$ cat src/rtl/frq_ramp_pkg.sv
package frq_ramp_pkg;

    typedef enum logic [1:0] {
        MODE_HALT    = 2'b00,
        MODE_PREHEAT = 2'b01,
        MODE_IGNITE  = 2'b10,
        MODE_DIM     = 2'b11
    } ramp_mode_e;

endpackage

$ cat src/rtl/frq_ramp_tick.sv
module frq_ramp_tick #(
    parameter int PW = 8
) (
    input  logic          clk_i,
    input  logic          rst_ni,
    input  logic          hold_i,
    input  logic [PW-1:0] limit_i,
    output logic          tick_o
);

    logic [PW-1:0] cnt_d, cnt_q;

    assign tick_o = (cnt_q >= limit_i);

    always_comb begin
        if (hold_i || tick_o) begin
            cnt_d = '0;
        end else begin
            cnt_d = cnt_q + PW'(1);
        end
    end

    always_ff @(posedge clk_i or negedge rst_ni) begin
        if (!rst_ni) begin
            cnt_q <= '0;
        end else begin
            cnt_q <= cnt_d;
        end
    end

endmodule

$ cat src/rtl/frq_ramp_slew.sv
module frq_ramp_slew
    import frq_ramp_pkg::*;
#(
    parameter int W         = 12,
    parameter int SLOW_STEP = 1,
    parameter int UP_MULT   = 60,
    parameter int DIM_MULT  = 15,
    parameter int NUDGE     = 8
) (
    input  logic [1:0]   mode_i,
    input  logic         peak_hi_i,
    input  logic         phase_err_i,
    input  logic         tick_i,
    input  logic [W-1:0] word_i,
    output logic [W-1:0] word_o
);

    // Headroom for the largest step plus sign
    localparam int SW = W + 14;
    localparam logic signed [SW-1:0] SLOW_S  = SW'(SLOW_STEP);
    localparam logic signed [SW-1:0] UP_S    = SW'(SLOW_STEP * UP_MULT);
    localparam logic signed [SW-1:0] DIM_S   = SW'(SLOW_STEP * DIM_MULT);
    localparam logic signed [SW-1:0] NUDGE_S = SW'(NUDGE);
    localparam logic signed [SW-1:0] FULL_S  = SW'((64'd1 << W) - 64'd1);

    ramp_mode_e             mode;
    logic signed [SW-1:0]   delta;
    logic signed [SW-1:0]   acc;

    assign mode = ramp_mode_e'(mode_i);

    always_comb begin
        delta = '0;
        if (tick_i) begin
            case (mode)
                MODE_PREHEAT: delta = peak_hi_i ? UP_S : -SLOW_S;
                MODE_IGNITE:  delta = -SLOW_S;
                MODE_DIM:     delta = -DIM_S;
                default:      delta = '0;
            endcase
        end
        if (mode == MODE_DIM && phase_err_i) begin
            delta = delta + NUDGE_S;
        end
        acc = $signed({{(SW-W){1'b0}}, word_i}) + delta;
        if (acc[SW-1]) begin
            word_o = '0;
        end else if (acc > FULL_S) begin
            word_o = '1;
        end else begin
            word_o = acc[W-1:0];
        end
    end

endmodule

$ cat src/rtl/frq_ramp_ctrl.sv
module frq_ramp_ctrl
    import frq_ramp_pkg::*;
#(
    parameter int W         = 12,
    parameter int PW        = 8,
    parameter int SLOW_STEP = 1,
    parameter int UP_MULT   = 60,
    parameter int DIM_MULT  = 15,
    parameter int NUDGE     = 8
) (
    input  logic          clk_i,
    input  logic          rst_ni,
    input  logic [1:0]    mode_i,
    input  logic          clear_i,
    input  logic          peak_hi_i,
    input  logic          phase_err_i,
    input  logic [PW-1:0] presc_limit_i,
    input  logic [W-1:0]  dim_thresh_i,
    output logic [W-1:0]  word_o,
    output logic          below_dim_o
);

    typedef struct packed {
        logic [W-1:0] word;
        logic         below;
    } ramp_state_t;

    ramp_state_t  st_d, st_q;
    logic         hold;
    logic         tick;
    logic [W-1:0] word_next;

    assign hold = (ramp_mode_e'(mode_i) == MODE_HALT) || clear_i;

    frq_ramp_tick #(
        .PW(PW)
    ) u_tick (
        .clk_i   (clk_i),
        .rst_ni  (rst_ni),
        .hold_i  (hold),
        .limit_i (presc_limit_i),
        .tick_o  (tick)
    );

    frq_ramp_slew #(
        .W         (W),
        .SLOW_STEP (SLOW_STEP),
        .UP_MULT   (UP_MULT),
        .DIM_MULT  (DIM_MULT),
        .NUDGE     (NUDGE)
    ) u_slew (
        .mode_i      (mode_i),
        .peak_hi_i   (peak_hi_i),
        .phase_err_i (phase_err_i),
        .tick_i      (tick),
        .word_i      (st_q.word),
        .word_o      (word_next)
    );

    always_comb begin
        st_d       = st_q;
        st_d.word  = hold ? '1 : word_next;
        st_d.below = (st_d.word < dim_thresh_i);
    end

    always_ff @(posedge clk_i or negedge rst_ni) begin
        if (!rst_ni) begin
            st_q.word  <= '1;
            st_q.below <= 1'b0;
        end else begin
            st_q <= st_d;
        end
    end

    assign word_o      = st_q.word;
    assign below_dim_o = st_q.below;

endmodule

$ cat config.mk
export PLATFORM = sky130hd
export DESIGN_NAME = frq_ramp_ctrl
export DESIGN_NICKNAME = d
export VERILOG_FILES = /design/src/rtl/frq_ramp_pkg.sv /design/src/rtl/frq_ramp_tick.sv /design/src/rtl/frq_ramp_slew.sv /design/src/rtl/frq_ramp_ctrl.sv
export SDC_FILE = /design/constraint.sdc
export NUM_CORES = 1
export LEC_CHECK = 0
export ABC_CLOCK_PERIOD_IN_PS = 6100
export BUFFER_PORTS_ARGS = -buffer_cell sky130_fd_sc_hd__buf_2
export CAP_MARGIN = 20
export CORE_MARGIN = 2
export CORE_UTILIZATION = 41
export DETAILED_ROUTE_END_ITERATION = 8
export PLACE_DENSITY = 0.69
export SYNTH_ARGS = -nofsm -noshare
export SYNTH_HDL_FRONTEND = slang
export SYNTH_SLANG_ARGS = --single-unit
$ cat constraint.sdc
create_clock -name clk_i -period 6.1 [get_ports clk_i]
set_input_delay 0.305 -clock clk_i [delete_from_list [all_inputs] [get_ports clk_i]]
set_output_delay 0.305 -clock clk_i [all_outputs]
set_load 0.05 [all_outputs]
# --- Word level (Yosys, flattened, before mapping) ---
# Index checks and enable logic that the tools add are counted.
# Widths: inputs -> output; s select.
classes:
  bitwise_logic: 0
  mux: 8
  div: 0
  reduce_logical: 4
  n_addsub: 3
  eq_ne: 3
  n_shift: 0
  mul: 0
  order_cmp: 3
op_table:
  columns: ["cell", "count"]
  rows:
  - ["$mux 26", 3]
  - ["$pmux 26 s3", 1]
  - ["$mux 12", 3]
  - ["$add 13x26->26", 1]
  - ["$add 26x5->26 const B", 1]
  - ["$gt 26x13->1 const B", 1]
  - ["$lt 12x12->1", 1]
  - ["$add 8x1->8 const B", 1]
  - ["$ge 8x8->1", 1]
  - ["$mux 8", 1]
  - ["$eq 2x2->1 const B", 2]
  - ["$eq 2x1->1 const B", 1]
  - ["$logic_not 2->1", 1]
  - ["$logic_or 1x1->1", 2]
  - ["$logic_and 1x1->1", 1]
totals:
  latchBits: 0
  mem_bits_ro: 0
  register_bits: 21
  inputBits: 27
  output_inout_bits: 13
  mem_count: 0
  mem_bits_rw: 0
  word_cells: 24

# --- Depth between registers and ports, before layout ---
depth:
  depth_word: 11
  ltp_mapped: 28
  depth_no_buf: 27

# --- Modules after synthesis ---
# A second synthesis with hierarchy kept.
unflattened:
  hier_cells: 264
  area_unflattened_um2: 2314.7
modules_own_cells:
  columns: ["module", "cells_each", "n_inst", "area_each_um2", "seq_area_each_um2"]
  rows:
  - ["frq_ramp_slew", 140, 1, 1012.2, 0.0]
  - ["frq_ramp_ctrl", 65, 1, 728.2, 340.3]
  - ["frq_ramp_tick", 59, 1, 574.3, 200.2]

# --- Worst setup path after synthesis ---
# OpenSTA, ideal clock, no wires.
synth_timing:
  path_kind: "reg2reg"
  from: "register u_tick.cnt_q[5]"
  to: "register st_q, in the netlist below_dim_o"
  setup_ns: 0.084
  path_buffers: 1
  stages_incl_launch_ff: 25
  synth_period_minus_slack_ns: 5.378
  setup_slack_ns: 0.722
  required_ns: 6.016
  t_arrival_ns: 5.294
  path_cell_list: "dfrtp_1 -> ha_1 -> nand4_1 -> o31a_1 -> nor3_1 -> nand2_1 -> ha_1 -> o21ai_0 -> ha_1 -> o21a_1 -> o211ai_1 -> a31o_1 -> a311oi_2 -> a21oi_2 -> o31ai_2 -> buf_2 -> o211ai_1 -> ha_1 -> a21o_1 -> a21o_1 -> a21o_1 -> a21o_1 -> a211oi_1 -> o21ai_0 -> a41oi_2"
synth_rtl:
  columns: ["item", "line_no", "source"]
  rows:
  - ["start: declaration", "frq_ramp_tick.sv:11", "logic [PW-1:0] cnt_d, cnt_q;"]
  - ["start signal: assignment", "frq_ramp_tick.sv:27", "cnt_q <= cnt_d;"]
  - ["end signal: assignment", "frq_ramp_ctrl.sv:71", "st_q <= st_d;"]
  - ["end: declaration", "frq_ramp_ctrl.sv:28", "ramp_state_t st_d, st_q;"]

==> results.md <==
- Critical setup path kind: reg2reg
- Max Freq: 0.176 GHz
- Ys async rst share: 100%
- Leak pwr: 1.26 nW
- Seq/Total Area, Yosys: 24.2%
- Final worst path period share: 93.4%
- First-pass GRT wire length: 8870 µm
- DP Cell Count: 358
- WP data required: 6290 ps
- Clk slew on worst S/H paths: 70 ps
- Slew @ Worst Pin: 953 ps
- Area Growth Syn to Fin: 17.6%
- Synth warnings: 0
- Worst skew pair latency: 260 ps
- Post-synth top area share: 23.5%
- Core area: 0.00517 mm²
- ANT nets after route: 0
- Maximum root-to-sink buffer count: 2
- DRT Pass-1 Iters: 4
- RSZ-0062 raised after global routing: no
- Top_reg_cell synth: dfstp_2
- Synth area leader: ha_1
- Initial DRC Count: 73
- Power, Total: 0.383 mW
- Initial Util: 43.3%
- CTS tree: done
- Pwr/cell area: 146 mW/mm²
- Pin count of the biggest net entering global routing: 22
- Final WL: 5020 µm
- Synthesized area per cell: 8.91 µm²
- Final cell count without fillers: 365
- Post-DR vias/cell: 5.28
- Initial antenna violation count: 0
- GP Congestion: 0.843
- Number of synthesized flops with an enable pin: 0
- Congestion Overflow GR: 0
- CTS root buffer: clkbuf_8
- Synth top area cells: ha_1 (23%), dfstp_2 (14%), dfrtp_1 (10%)
- I/O Buffers: 39
- CTS Buf Count: 3
- Synth unique cells: 51
- N_diodes: 0
- Maximum VDD drop: 0.0000758 V
- DR WL/cell: 13.7 µm
- Max-Cap Viols: 0
- Clk_skew: 1.06 ps
- Post-layout min period: 5700 ps
- Crit-path max FO: 6
- Setup TNS: 0 ps
- Hold/Removal Path Class: in2reg
- Final core occ: 50.9%
- Nets: 366
- Final setup vio count: 0
- Syn Nets: 321
- Startpoint Class: flip-flop
- Die X: 77.9 µm
- Cells after Synth: 251
- Vias in the first global route: 1944
- Final worst-path setup slack: 403 ps
- H-tree Lvls: 1
- Status: finished clean
- Fillers: 507
- Slew HR: 36.2%
- Layout cells sized above 1: 25.1%
- Hold Vio Cnt, Final: 0
- Pre-CTS setup slack: 73.7 ps
- Post-Syn Area: 0.00224 mm²
- Worst path arrival time: 5890 ps
- Critical path capture point type: flip-flop
- Final Max Slew Viols: 0
- # DRC: 0
- Full die area: 0.00606 mm²
- Rows: 26
- Die height: 77.9 µm
- Clock Sink Count: 21
- Post-DP HPWL: 4180 µm
- I/O pin cnt: 40
- Total Routing Usage GR: 18.1%
- #FFs+latches synth: 21
- Vias: 1928
-- layer usage --
metal | global-route usage, % | wire [µm]
met5 | 0 | 0
met4 | 6.25 | 88
met3 | 0.930 | 133
met2 | 28.6 | 2170
met1 | 26.1 | 2630
-- what timing repair did --
action / CTS / global route
hold buffers: 1 / 0
endpoints found under the setup margin: 0 / 1
gates resized for setup: 0 / 9
endpoints found under the hold margin: 8 / 0
buffers inserted: 0 / 2
-- cells in the mapped netlist (7+ instances only) --
master and instances:
a21oi_1 11, dfrtp_1 9, dfstp_2 12, ha_1 42, inv_1 29, nand2_1 19, nor2_1 15, o211ai_1 11
o21ai_0 14, xnor2_1 7, xor2_1 8
-- cell type report --
class | instances | area [µm²] | area share [%]
Clock buffer | 3 | 41.3 | 1.57
Clock inverter | 1 | 5.00 | 0.190
Inverter | 29 | 109 | 4.14
Multi-Input combinational cell | 197 | 1610 | 61.3
Sequential cell | 21 | 541 | 20.5
Tap cell | 70 | 87.6 | 3.33
Timing Repair Buffer | 44 | 235 | 8.94
-- placed cells by master, fill, tap and decap left out, drive strengths merged, types with 2 or more instances in the layout --
cell type and instances:
buf 43, ha 42, inv 29, nand2 20, nor2 15, o21ai 15, dfstp 12, a21oi 12
o211ai 11, dfrtp 9, xor2 8, xnor2 7, nand2b 6, a21o 6, nand3 5, o21a 4
a211oi 4, nor3 4, nand4 3, a31oi 3, and3 3, clkbuf 3, o31ai 2, o2111ai 2
and2b 2, a22oi 2, o311ai 2, and2 2
-- metrics by stage --
stage               cell area (µm²)  hold WS, ps
global route                   2630          482
floorplan                      2240         9.41
detailed placement             2520          286
finish                         2630          468
global placement               2520          284
CTS                            2570          467
-- registers in the layout (all words and copies together) (netlist names) --
name / count
word_o: 12
u_tick.cnt_q: 8
below_dim_o: 1
-- logic make-up after synthesis --
kind of cell    after synthesis  synth area share, %
compound gates               74                 25.3
simple gates                 64                 14.2
fa+ha+maj                    43                 24.4
buf+inv                      33                 5.65
flops                        21                 24.2
xor+xnor                     15                 5.87
mux                           1                0.447
-- power breakdown --
part	internal [mW]	total [mW]	switching (mW)	leakage, nW
logic	0.0541	0.136	0.0823	0.989
clock network	0.0456	0.0913	0.0457	0.0255
registers	0.150	0.155	0.00551	0.249
-- worst max-delay path, stage by stage (launching register included) --
cell      delay [ps]
dfrtp_1          430
ha_1             310
nand4_1          180
o31ai_4          360
and2_1           290
inv_1            110
or3_1            360
ha_1             350
o21ai_1          130
ha_1             310
o211ai_1         100
a31o_1           240
a311oi_2         310
a21oi_2          100
o31ai_4          330
buf_4            200
o211ai_1         130
ha_1             380
a21o_1           170
a21o_1           170
a21o_1           170
a211oi_1         220
o21ai_0          140
a41oi_2          150
-- worst paths after layout --
kind                                  from         endpoint  slack, ps  cells past startpoint
hold reg to reg            u_tick.cnt_q[0]  u_tick.cnt_q[0]        530                      1
hold / removal             dim_thresh_i[1]      below_dim_o        470                      4
min in group asynchronous           rst_ni  u_tick.cnt_q[4]        520                      2
max in group asynchronous           rst_ni       word_o[10]       5220                      2
setup / recovery           u_tick.cnt_q[5]      below_dim_o        400                     23
setup reg to reg           u_tick.cnt_q[5]      below_dim_o        400                     23
(Power assumes the default switching activity.)
